$ cat src/rtl/bscan_pkg.sv
package bscan_pkg;

    typedef enum logic [1:0] {
        BS_OTHER  = 2'b00,
        BS_SAMPLE = 2'b01,
        BS_EXTEST = 2'b10,
        BS_INTEST = 2'b11
    } bscan_instr_e;

    localparam int CELLS_PER_PAD = 3;
    localparam int OFS_IN        = 0;
    localparam int OFS_OUT       = 1;
    localparam int OFS_OE        = 2;

    // First cell of pad k; the reset cell shifts pads at or after rst_after by one.
    function automatic int pad_base(input int k, input int rst_after);
        return CELLS_PER_PAD * k + ((k >= rst_after) ? 1 : 0);
    endfunction

    function automatic int rst_cell(input int rst_after);
        return CELLS_PER_PAD * rst_after;
    endfunction

endpackage

$ cat src/rtl/bscan_shift_stage.sv
module bscan_shift_stage #(
    parameter int LEN = 13
) (
    input  logic           clk,
    input  logic           rst_n,
    input  logic           cap_en,
    input  logic           shift_en,
    input  logic [LEN-1:0] cap_vec,
    input  logic           tdi,
    output logic [LEN-1:0] sr_q
);

    typedef struct packed {
        logic [LEN-1:0] sr;
    } sh_state_t;

    sh_state_t st_d, st_q;

    always_comb begin
        st_d = st_q;
        if (cap_en) begin
            st_d.sr = cap_vec;
        end else if (shift_en) begin
            st_d.sr = {st_q.sr[LEN-2:0], tdi};
        end
    end

    always_ff @(posedge clk or negedge rst_n) begin
        if (!rst_n) begin
            st_q <= '0;
        end else begin
            st_q <= st_d;
        end
    end

    assign sr_q = st_q.sr;

    p_capture_load_r2: assert property (@(posedge clk) disable iff (!rst_n)
        cap_en |=> (sr_q == $past(cap_vec)));

    p_shift_step_r4: assert property (@(posedge clk) disable iff (!rst_n)
        (shift_en && !cap_en) |=>
            (sr_q[0] == $past(tdi) && sr_q[LEN-1:1] == $past(sr_q[LEN-2:0])));

    p_idle_hold_r10: assert property (@(posedge clk) disable iff (!rst_n)
        (!shift_en && !cap_en) |=> $stable(sr_q));

endmodule

$ cat src/rtl/bscan_update_stage.sv
module bscan_update_stage #(
    parameter int LEN = 13
) (
    input  logic           clk,
    input  logic           rst_n,
    input  logic           load,
    input  logic [LEN-1:0] sr_in,
    output logic [LEN-1:0] upd_q
);

    typedef struct packed {
        logic [LEN-1:0] upd;
    } up_state_t;

    up_state_t st_d, st_q;

    always_comb begin
        st_d = st_q;
        if (load) begin
            st_d.upd = sr_in;
        end
    end

    always_ff @(posedge clk or negedge rst_n) begin
        if (!rst_n) begin
            st_q <= '0;
        end else begin
            st_q <= st_d;
        end
    end

    assign upd_q = st_q.upd;

    p_update_load_r6: assert property (@(posedge clk) disable iff (!rst_n)
        load |=> (upd_q == $past(sr_in)));

    p_update_hold_r6: assert property (@(posedge clk) disable iff (!rst_n)
        !load |=> $stable(upd_q));

endmodule

$ cat src/rtl/bscan_pad_mux.sv
module bscan_pad_mux
    import bscan_pkg::*;
#(
    parameter int NUM_PADS  = 4,
    parameter int RST_AFTER = 2,
    parameter int LEN       = CELLS_PER_PAD * NUM_PADS + 1
) (
    input  logic [1:0]          instr,
    input  logic [LEN-1:0]      upd,
    input  logic [NUM_PADS-1:0] core_out,
    input  logic [NUM_PADS-1:0] core_oe,
    input  logic [NUM_PADS-1:0] pad_in,
    input  logic                rst_pad_in,
    output logic [NUM_PADS-1:0] pad_out,
    output logic [NUM_PADS-1:0] pad_oe,
    output logic [NUM_PADS-1:0] core_in,
    output logic                core_rst_in
);

    localparam int RST_IDX = rst_cell(RST_AFTER);

    logic ext_mode;
    logic int_mode;

    assign ext_mode = (instr == BS_EXTEST);
    assign int_mode = (instr == BS_INTEST);

    for (genvar k = 0; k < NUM_PADS; k++) begin : g_pad
        localparam int B = pad_base(k, RST_AFTER);
        assign pad_out[k] = ext_mode ? upd[B + OFS_OUT] : core_out[k];
        assign pad_oe[k]  = ext_mode ? upd[B + OFS_OE]  : core_oe[k];
        assign core_in[k] = int_mode ? upd[B + OFS_IN]  : pad_in[k];
    end

    assign core_rst_in = int_mode ? upd[RST_IDX] : rst_pad_in;

endmodule

$ cat src/rtl/bscan_pad_chain.sv
module bscan_pad_chain
    import bscan_pkg::*;
#(
    parameter int NUM_PADS  = 4,
    parameter int RST_AFTER = 2
) (
    input  logic                tck,
    input  logic                trst_n,
    input  logic                capture_dr,
    input  logic                shift_dr,
    input  logic                update_dr,
    input  logic [1:0]          instr,
    input  logic                tdi,
    output logic                tdo,
    input  logic [NUM_PADS-1:0] pad_in,
    input  logic [NUM_PADS-1:0] core_out,
    input  logic [NUM_PADS-1:0] core_oe,
    input  logic                rst_pad_in,
    output logic [NUM_PADS-1:0] pad_out,
    output logic [NUM_PADS-1:0] pad_oe,
    output logic [NUM_PADS-1:0] core_in,
    output logic                core_rst_in
);

    localparam int LEN     = CELLS_PER_PAD * NUM_PADS + 1;
    localparam int RST_IDX = rst_cell(RST_AFTER);

    logic           chain_sel;
    logic           cap_en;
    logic           shift_en;
    logic           upd_en;
    logic [LEN-1:0] cap_vec;
    logic [LEN-1:0] sr;
    logic [LEN-1:0] upd;

    assign chain_sel = (instr != BS_OTHER);
    assign cap_en    = chain_sel && capture_dr;
    assign shift_en  = chain_sel && shift_dr;
    assign upd_en    = chain_sel && update_dr;

    // Capture vector: three cells per pad plus the reset cell.
    for (genvar k = 0; k < NUM_PADS; k++) begin : g_cap
        localparam int B = pad_base(k, RST_AFTER);
        assign cap_vec[B + OFS_IN]  = pad_in[k];
        assign cap_vec[B + OFS_OUT] = core_out[k];
        assign cap_vec[B + OFS_OE]  = core_oe[k];
    end
    assign cap_vec[RST_IDX] = rst_pad_in;

    bscan_shift_stage #(.LEN(LEN)) u_shift (
        .clk      (tck),
        .rst_n    (trst_n),
        .cap_en   (cap_en),
        .shift_en (shift_en),
        .cap_vec  (cap_vec),
        .tdi      (tdi),
        .sr_q     (sr)
    );

    bscan_update_stage #(.LEN(LEN)) u_update (
        .clk   (tck),
        .rst_n (trst_n),
        .load  (upd_en),
        .sr_in (sr),
        .upd_q (upd)
    );

    bscan_pad_mux #(
        .NUM_PADS  (NUM_PADS),
        .RST_AFTER (RST_AFTER),
        .LEN       (LEN)
    ) u_mux (
        .instr       (instr),
        .upd         (upd),
        .core_out    (core_out),
        .core_oe     (core_oe),
        .pad_in      (pad_in),
        .rst_pad_in  (rst_pad_in),
        .pad_out     (pad_out),
        .pad_oe      (pad_oe),
        .core_in     (core_in),
        .core_rst_in (core_rst_in)
    );

    // Serial output retimed to the falling edge.
    logic tdo_d, tdo_q;

    always_comb begin
        tdo_d = sr[LEN-1];
    end

    always_ff @(negedge tck or negedge trst_n) begin
        if (!trst_n) begin
            tdo_q <= 1'b0;
        end else begin
            tdo_q <= tdo_d;
        end
    end

    assign tdo = tdo_q;

    p_tdo_follow_r5: assert property (@(posedge tck) disable iff (!trst_n)
        tdo == sr[LEN-1]);

    p_pad_pass_r9: assert property (@(posedge tck) disable iff (!trst_n)
        (instr != BS_EXTEST) |-> (pad_out == core_out && pad_oe == core_oe));

    p_core_pass_r9: assert property (@(posedge tck) disable iff (!trst_n)
        (instr != BS_INTEST) |-> (core_in == pad_in && core_rst_in == rst_pad_in));

    p_extest_stable_r7: assert property (@(posedge tck) disable iff (!trst_n)
        (instr == BS_EXTEST && $past(instr) == BS_EXTEST && !$past(upd_en))
            |-> ($stable(pad_out) && $stable(pad_oe)));

endmodule

$ cat config.mk
export PLATFORM = sky130hd
export DESIGN_NAME = bscan_pad_chain
export DESIGN_NICKNAME = d
export VERILOG_FILES = /design/src/rtl/bscan_pkg.sv /design/src/rtl/bscan_shift_stage.sv /design/src/rtl/bscan_update_stage.sv /design/src/rtl/bscan_pad_mux.sv /design/src/rtl/bscan_pad_chain.sv
export SDC_FILE = /design/constraint.sdc
export NUM_CORES = 1
export LEC_CHECK = 0
export CAP_MARGIN = 20
export CELL_PAD_IN_SITES_DETAIL_PLACEMENT = 1
export CELL_PAD_IN_SITES_GLOBAL_PLACEMENT = 1
export CORE_ASPECT_RATIO = 0.5
export CORE_MARGIN = 2
export CORE_UTILIZATION = 30
export CTS_CLUSTER_DIAMETER = 100
export DETAILED_ROUTE_END_ITERATION = 6
export PLACE_DENSITY_LB_ADDON = 0.15
export SYNTH_ARGS = -nofsm -noshare
export SYNTH_HDL_FRONTEND = slang
export SYNTH_SLANG_ARGS = --single-unit
export TNS_END_PERCENT = 5
$ cat constraint.sdc
create_clock -name tck -period 1.3 [get_ports tck]
set_input_delay 0.26 -clock tck [delete_from_list [all_inputs] [get_ports tck]]
set_output_delay 0.26 -clock tck [all_outputs]
set_load 0.005 [all_outputs]
==> impl_metrics.csv, run 1 <==
group,metric,value,unit
status,run_status,"finished, violations left",
status,violations,"negative setup slack",
setup_path,endpoint_kind,"output port",
yosys,ys_ff_latch,27,
yosys,synth_xor_area_share,0,%
yosys,synth-simple-area-share,0.7149,%
setup_path,crit_fanout,1,
drt,viasPerCell,4.581,
die,die_y,52.31,um
die,num_io_pins,35,
yosys,synth_compound_area_share,1.340,%
global_route,antenna_found_initial,0,
global_route,grt_usage,13.59,%
pwr,clkPwrFrac,19.7,%
drt,wl,3171,um
global_route,grt_max_degree,27,
sta,drv_slew,0,
drt,detail-route-antenna-nets,0,
setup_path,cp-start-kind,"register",
pwr,p_sw,0.6086,mW
clock_network,cts_made_buffers,3,
yosys,synth_fp_nets,108,
final_layout,final_common_cell,"mux2_4",
sta,clock_skew,0.009782,ns
setup_path,cp_slowest_stage_delay,0.38,ns
pwr,seqPwrFrac,49.6,%
yosys,synth.avg_cell_area,16.09,um2
final_layout,area_growth,47.10,%
sta,hold_viol_final,0,
global_route,grt_pass1_vias,1048,
place,portBuffers,34,
pwr,internal_power,1.800,mW
global_route,grt.overflow.total,0,
drt,vias,930,
drt,wl_met1,1526,um
pwr,fin_total_pwr,2.409,mW
drt,wl_met3,167,um
yosys,ys_types,12,
final_layout,layout-drive-gt1-share,68.49,%
min_path,worstHoldPathType,"primary input to async pin",
clock_network,worstSkewPairLatency,0.28,ns
setup_path,path_delay_family,"flip-flops",
yosys,synth-seq-area-share,48.26,%
die,initial_core_util,31.49,%
clock_network,cts-htree-levels,1,
pwr,p_sw_share,25.27,%
die,dieArea,5262,um2
clock_network,clk_path_buf_depth,2,
setup_path,cpMaxStageDelayCell,"dfrtn_1",
sta,rsz0062_at_grt,"true",
drt,avgRoutedWirePerCell,15.62,um
final_layout,layout_common_cells,"29 x mux2_4, 26 x dfrtp_1, 23 x mux2_2",
drt,drc,0,
yosys,synth_area_leader_cell,"dfrtp_1",
clock_network,cts_tree,"built",
final_layout,antenna_cells,0,
clock_network,clock-sinks,27,
clock_network,clk_pin_slew,0.09,ns
pwr,p_per_area,1169,nW/um2
place,place_congestion,0.6757,
pwr,leakage,0.9927,nW
yosys,synth_cells,87,
drt,dr_wl_met2,1452,um
setup_path,crit_required,1.04,ns
final_layout,final.fill_count,472,
clock_network,postCtsHoldBufs,0,
pwr,power_frac_comb,30.7,%
global_route,grt_pass1_wl,5257,um
sta,relSlewSlack,77.41,%
sta,fin_ws,-0.3728,ns
sta,worstMarginPinSlew,0.3388,ns
drt,drt_iter0_drc,21,
drt,routed.top_layer,"met4",
flow_run,drv_cap,0,
yosys,ys.warnings.count,0,
die,core,4446,um2
drt,dr.pass1.iters,4,
place,post-dp-hpwl,2256,um
die,fp-row-count,17,
setup_path,crit_buf_inv,1,
yosys,muxShareOfSynthArea,47.18,%
clock_network,clockRootBuffer,"clkbuf_8",
sta,setup_tns,-1.146,ns
die,die_x,100.6,um
yosys,synth_top_family_by_area,"multiplexers",
yosys,synth_area_leaders,"dfrtp_1 46%, mux2_2 24%, mux2_4 21%, dfrtn_1 1.8%, buf_6 1.6%",
pwr,ir_drop,0.4644,mV
final_layout,nNetsFinal,168,
yosys,syn_area,1400,um2
yosys,synth_adder_area_share,0,%
setup_path,cp.arrival,1.41,ns
setup_path,critPathKind,"register to output port",
sta,setup_viol,13,
setup_path,path_cells,"buf_2",
yosys,synth_top_area_share,46.47,%
[per-stage QoR]
stage	cell area (um2)	instances	worst slack, ns	util (%)	hold WS (ns)
after floorplan	1400	87	0.01110	-	-0.03559
after CTS	2073	203	-0.3815	46.64	0.4177
after global placement	1959	195	-0.8558	44.08	0.4832
final	2059	203	-0.3728	46.33	0.4001
after global routing	2059	203	-0.3976	46.33	0.4362
after detailed placement	1959	195	-0.9126	44.08	0.4917
[synthesized netlist by cell type]
cell	instances
mux2_2	30
dfrtp_1	26
mux2_4	20
buf_6	2
mux2_1	2
buf_2	1
buf_4	1
dfrtn_1	1
nand2_1	1
nor2b_1	1
o21ai_2	1
o22a_2	1
[layer usage]
metal / vias to the layer above / track usage [%]
li1: 434 / -
met1: 468 / 16.64
met2: 23 / 23.00
met3: 5 / 4.933
met4: 0 / 3.425
met5: - / 0
[registers in the layout (all words and copies together) (netlist names)]
signal and cells:
tdo 1, u_update.upd_q 13, u_shift.sr_q 13
[kinds of logic after synthesis]
family          Yosys count
compound gates            2
buf+inv                   4
flops                    27
mux                      52
simple gates              2
[power groups by stage]
stage	sequential, mW	combinational, mW	clock (mW)
final	1.20	0.740	0.473
after global routing	1.23	0.801	0.523
after CTS	1.20	0.748	0.491
after detailed placement	1.21	0.752	0
after global placement	1.20	0.734	0
after floorplan	1.16	0.442	0
[worst paths after layout]
kind | from | end | slack (ns) | cells past startpoint
min reg2reg | u_update.upd_q[12]$_DFFE_PN0P_ | u_update.upd_q[12]$_DFFE_PN0P_ | 0.51 | 1
max reg2reg | u_shift.sr_q[12]$_DFFE_PN0P_ | tdo$_DFF_NN0_ | 0.10 | 0
max | tdo$_DFF_NN0_ | tdo | -0.37 | 1
max in group asynchronous | trst_n | tdo$_DFF_NN0_ | 0.49 | 1
min in group tck | pad_in[2] | u_shift.sr_q[7]$_DFFE_PN0P_ | 0.49 | 4
min | trst_n | u_update.upd_q[9]$_DFFE_PN0P_ | 0.40 | 2
[final cells by class]
cell class              count  area [um2]  area share, %
clock buffers               4       45.04          2.187
flip-flops and latches     27       675.6          32.81
well taps                  57       71.32          3.463
repair buffers             59       529.3          25.70
multi-input cells          56       738.2          35.84
[repair_timing]
action                     in CTS  in global routing
setup endpoints to repair      40                 14
buffers inserted                4                  0
resized for setup              56                 25
No activity file was read; power rests on OpenSTA's default activity.
==> inputs of run 2 (changes only) <==
clock period = 1.8 ns   (was 1.3 ns; I/O delays follow)
==> run 2 against run 1 <==
The run still ends with negative setup slack left. Register-to-register slack gained 0.25 ns. Sequential power shrank 28%. Critical endpoint unchanged. Global-route usage fell by 0.64 points. Count of clock-buffer cells in the layout is the same. Utilization decreased by 1.1 points.
==> impl_metrics.csv, run 2 (same netlist as run 1, synthesis figures left out) <==
group,metric,value,unit
status,run_status,"finished, violations left",
status,violations,"negative setup slack",
pwr,clkPwrFrac,20.1,%
place,portBuffers,34,
clock_network,clk_path_buf_depth,2,
drt,viasPerCell,4.480,
pwr,ir_drop,0.3304,mV
drt,avgRoutedWirePerCell,15.13,um
sta,relSlewSlack,77.08,%
drt,drt_iter0_drc,11,
drt,wl,3057,um
min_path,worstHoldPathType,"primary input to async pin",
die,dieArea,5262,um2
setup_path,crit_required,1.44,ns
clock_network,clk_pin_slew,0.09,ns
pwr,leakage,0.9254,nW
clock_network,cts_made_buffers,3,
pwr,internal_power,1.281,mW
die,num_io_pins,35,
clock_network,cts_tree,"built",
clock_network,worstSkewPairLatency,0.28,ns
drt,detail-route-antenna-nets,0,
global_route,antenna_found_initial,0,
sta,worstMarginPinSlew,0.3438,ns
pwr,p_per_area,852.2,nW/um2
setup_path,cp.arrival,1.66,ns
setup_path,endpoint_kind,"output port",
setup_path,cp_slowest_stage_delay,0.38,ns
global_route,grt_pass1_vias,987,
pwr,power_frac_comb,29.7,%
pwr,seqPwrFrac,50.2,%
final_layout,final_common_cell,"mux2_2",
setup_path,path_delay_family,"flip-flops",
place,placed_area,1959,um2
final_layout,finish.instance_area,2012,um2
setup_path,crit_buf_inv,1,
global_route,grt_usage,12.95,%
pwr,p_sw_share,25.27,%
place,post-dp-hpwl,2206,um
global_route,grt_max_degree,27,
die,core,4446,um2
place,place_congestion,0.6757,
global_route,grt_pass1_wl,4988,um
setup_path,cp-start-kind,"register",
drt,drc,0,
drt,dr.pass1.iters,3,
setup_path,crit_fanout,1,
sta,fin_ws,-0.2209,ns
sta,rsz0062_at_grt,"true",
final_layout,layout_common_cells,"30 x mux2_2, 26 x dfrtp_1, 20 x mux2_4",
final_layout,area_growth,43.70,%
final_layout,layout-drive-gt1-share,61.38,%
sta,setup_viol,1,
clock_network,cts-htree-levels,1,
setup_path,path_cells,"buf_2",
final_layout,nNetsFinal,167,
clock_network,postCtsHoldBufs,0,
sta,drv_slew,0,
clock_network,clock-sinks,27,
die,die_y,52.31,um
sta,hold_viol_final,0,
flow_run,drv_cap,0,
die,die_x,100.6,um
die,initial_core_util,31.49,%
clock_network,clockRootBuffer,"clkbuf_8",
pwr,p_sw,0.4333,mW
sta,clock_skew,0.009985,ns
global_route,grt.overflow.total,0,
final_layout,antenna_cells,0,
die,fp-row-count,17,
sta,setup_tns,-0.2209,ns
setup_path,cpMaxStageDelayCell,"dfrtn_1",
setup_path,critPathKind,"register to output port",
drt,vias,905,
run 2: changes by cell type in the layout (fill, tap and decap cells not counted), moves of 4 or more:
cell             change
clkdlybuf4s15_1      +4
buf_6                -6
mux2_4               -9
mux2_2               +7
clkbuf_2             -6
run 2: what timing repair did:
item	4_1_cts	5_1_grt
resized for setup	40	6
setup buffers	3	0
gates cloned	0	0
setup endpoints to repair	14	12
run 2: stage by stage:
step                      instances  util [%]  total power, mW  setup WS [ns]  hold WS [ns]
after CTS                       202     45.93            1.750        -0.2344        0.5131
after floorplan                  87         -            1.153         0.1611       0.06441
final                           202     45.26            1.715        -0.2209        0.5006
after global routing            202     45.26            1.813        -0.2446        0.5294
after detailed placement        195     44.08            1.415        -0.5935        0.4944
after global placement          195     44.08            1.397        -0.5558        0.4832
run 2: power by group through the flow:
stage               registers [mW]  clock network (mW)  logic [mW]
floorplan                    0.834                   0       0.319
global placement             0.867                   0       0.530
detailed placement           0.873                   0       0.542
CTS                          0.863               0.360       0.527
global route                 0.885               0.375       0.553
finish                       0.860               0.345       0.510
run 2: path summary, 6_finish.rpt:
check,start,to,slack (ns),cells after the start
worst max register to register,u_shift.sr_q[12]$_DFFE_PN0P_,tdo$_DFF_NN0_,0.35,0
worst max-delay path,tdo$_DFF_NN0_,tdo,-0.22,1
worst min register to register,u_update.upd_q[12]$_DFFE_PN0P_,u_update.upd_q[12]$_DFFE_PN0P_,0.51,1
min in group tck,u_update.upd_q[12]$_DFFE_PN0P_,u_update.upd_q[12]$_DFFE_PN0P_,0.51,1
max in group asynchronous,trst_n,tdo$_DFF_NN0_,0.64,1
worst min-delay path,trst_n,u_shift.sr_q[9]$_DFFE_PN0P_,0.50,2
run 2: layout make-up:
class	instances	area [um2]
multi-input cells	56	704.4
repair buffers	58	515.5
fillers	472	2434
clock buffers	4	45.04
well taps	57	71.32
flip-flops and latches	27	675.6
run 2: routing by layer:
metal  track usage [%]  part of all wire, %  wire length, um
met5                 0                    0                0
met3             4.800                  5.1              157
met1             17.64                   49             1510
met4             1.370                 0.26                8
met2             20.33                   45             1381
==> inputs of run 3 (changes only) <==
CORE_MARGIN = default   (was 2)
clock period = 2.2 ns   (was 1.8 ns; I/O delays follow)
==> run 3 against run 2 <==
The flow still finishes with violations (negative setup slack). Worst setup slack gained 0.12 ns. Sequential power fell by 19%. Sequential share of layout area is 1.1 points higher. Utilization down 1.5 points. Sequential cell count unchanged. Die area down 5.7%. Cell count decreased by 5.9%. Clock power is 18% lower. Worst hold slack improved by 0.011 ns. Clock skew is 0.0012 ns lower. Critical endpoint unchanged. Total power is 19% lower.
==> impl_metrics.csv, run 3 (same netlist as run 1, synthesis figures left out) <==
group,metric,value,unit
status,run_status,"finished, violations left",
status,violations,"negative setup slack",
setup_path,crit_buf_inv,1,
sta,clock_skew,0.008767,ns
clock_network,cts_made_buffers,3,
setup_path,path_delay_family,"flip-flops",
final_layout,stdcell_count,190,
global_route,grt_usage,13.27,%
setup_path,cp.depth,1,
final_layout,area_growth,38.96,%
global_route,grt.overflow.total,0,
setup_path,r2r_setup_slack,0.53,ns
setup_path,cp-start-kind,"register",
clock_network,clk_pin_slew,0.09,ns
final_layout,final.fill_count,464,
final_layout,layout-drive-gt1-share,54.14,%
die,num_io_pins,35,
final_layout,antenna_cells,0,
place,place_congestion,0.6753,
clock_network,clock-sinks,27,
setup_path,worstRegToRegCells,0,
sta,drv_slew,0,
sta,fin_ws,-0.1008,ns
final_layout,final_common_cell,"mux2_2",
pwr,leakage,0.8732,nW
pwr,ir_drop,0.2969,mV
clock_network,cts-htree-levels,1,
place,dpl.cell_count,184,
setup_path,crit_path_end,"tdo",
final_layout,nNetsFinal,155,
global_route,grt_pass1_wl,4885,um
clock_network,postCtsHoldBufs,0,
die,fp-row-count,17,
setup_path,cp.arrival,1.86,ns
die,dieArea,4961,um2
setup_path,reg2reg_from,"u_shift.sr_q[12]$_DFFE_PN0P_",
die,initial_core_util,31.49,%
sta,setup_viol,1,
clock_network,clockRootBuffer,"clkbuf_8",
place,dpl_worst_slack,-0.3494,ns
drt,drt_iter0_drc,15,
setup_path,cpMaxStageDelayCell,"dfrtn_1",
die,die_x,98.61,um
setup_path,path_cells,"buf_2",
flow_run,drv_cap,0,
place,post-dp-hpwl,2031,um
setup_path,startpoint,"tdo$_DFF_NN0_",
global_route,antenna_found_initial,0,
global_route,grt_pass1_vias,943,
sta,setup_tns,-0.1008,ns
drt,viasPerCell,4.542,
sta,hold_viol_final,0,
drt,wl,2864,um
setup_path,cp_slowest_stage_delay,0.38,ns
drt,detail-route-antenna-nets,0,
setup_path,r2r_end,"tdo$_DFF_NN0_",
place,portBuffers,34,
setup_path,crit_fanout,1,
setup_path,critPathKind,"register to output port",
die,core,4446,um2
setup_path,endpoint_kind,"output port",
clock_network,worstSkewPairLatency,0.28,ns
drt,avgRoutedWirePerCell,15.07,um
pwr,fin_total_pwr,1.383,mW
drt,drc,0,
global_route,grt_max_degree,27,
die,die_y,50.31,um
min_path,worstHoldPathType,"register to register",
drt,dr.pass1.iters,3,
sta,rsz0062_at_grt,"true",
pwr,p_per_area,711.1,nW/um2
clock_network,clk_path_buf_depth,2,
drt,vias,863,
setup_path,crit_required,1.76,ns
sta,relSlewSlack,76.60,%
sta,worstMarginPinSlew,0.3510,ns
clock_network,cts_tree,"built",
final_layout,layout_common_cells,"30 x mux2_2, 26 x dfrtp_1, 20 x mux2_4",
-- run 3: changes by cell type in the layout (fill, tap and decap cells not counted), sizes merged --
cell,delta
clkbuf,-7
dlygate4sd2,+3
clkinv,+1
clkdlybuf4s15,+3
buf,-12
-- run 3: area by class of cell --
cell class                      count  area (um2)  area share, %
Tap cell                           57       71.32          3.666
Clock buffer                        3       41.29          2.122
Multi-Input combinational cell     56       704.4          36.21
Timing Repair Buffer               46       447.9          23.02
Sequential cell                    27       675.6          34.73
Clock inverter                      1       5.005         0.2572
-- run 3: per-layer routing --
| metal | track usage, % | share of wire [%] | vias to the layer above |
|---|---|---|---|
| li1 | - | - | 406 |
| met1 | 18.29 | 51 | 435 |
| met2 | 20.77 | 44 | 20 |
| met3 | 4.178 | 4.5 | 2 |
| met4 | 2.239 | 0.31 | 0 |
| met5 | 0 | 0 | - |
-- run 3: how the worst min path moves through the flow --
stage                                   start                        endpoint  slack (ns)  cells past startpoint
3_3_place_gp   u_update.upd_q[12]$_DFFE_PN0P_  u_update.upd_q[12]$_DFFE_PN0P_        0.49                      1
3_5_place_dp    u_update.upd_q[2]$_DFFE_PN0P_   u_update.upd_q[2]$_DFFE_PN0P_        0.49                      1
6_report        u_update.upd_q[9]$_DFFE_PN0P_   u_update.upd_q[9]$_DFFE_PN0P_        0.51                      1
2_1_floorplan                          trst_n     u_shift.sr_q[0]$_DFFE_PN0P_        0.14                      0
4_1_cts         u_update.upd_q[2]$_DFFE_PN0P_   u_update.upd_q[2]$_DFFE_PN0P_        0.51                      1
5_1_grt         u_update.upd_q[7]$_DFFE_PN0P_   u_update.upd_q[7]$_DFFE_PN0P_        0.54                      1
-- run 3: repair_timing --
action,in CTS,in global routing
gates resized for setup,35,0
setup buffers,2,0
setup endpoints to repair,14,1
-- run 3: through the flow --
stage               utilization, %  hold slack, ns  area (um2)
finish                       43.77          0.5113        1946
global route                 43.77          0.5407        1946
CTS                          43.77          0.5144        1946
detailed placement           42.22          0.4892        1877
global placement             42.22          0.4855        1877
floorplan                        -          0.1444        1400
-- run 3: power breakdown --
| part | leakage [nW] | internal [mW] | switching (mW) | total (mW) |
|---|---|---|---|---|
| clock network | 0.0255 | 0.127 | 0.155 | 0.282 |
| logic | 0.531 | 0.286 | 0.116 | 0.402 |
| registers | 0.317 | 0.623 | 0.0768 | 0.700 |
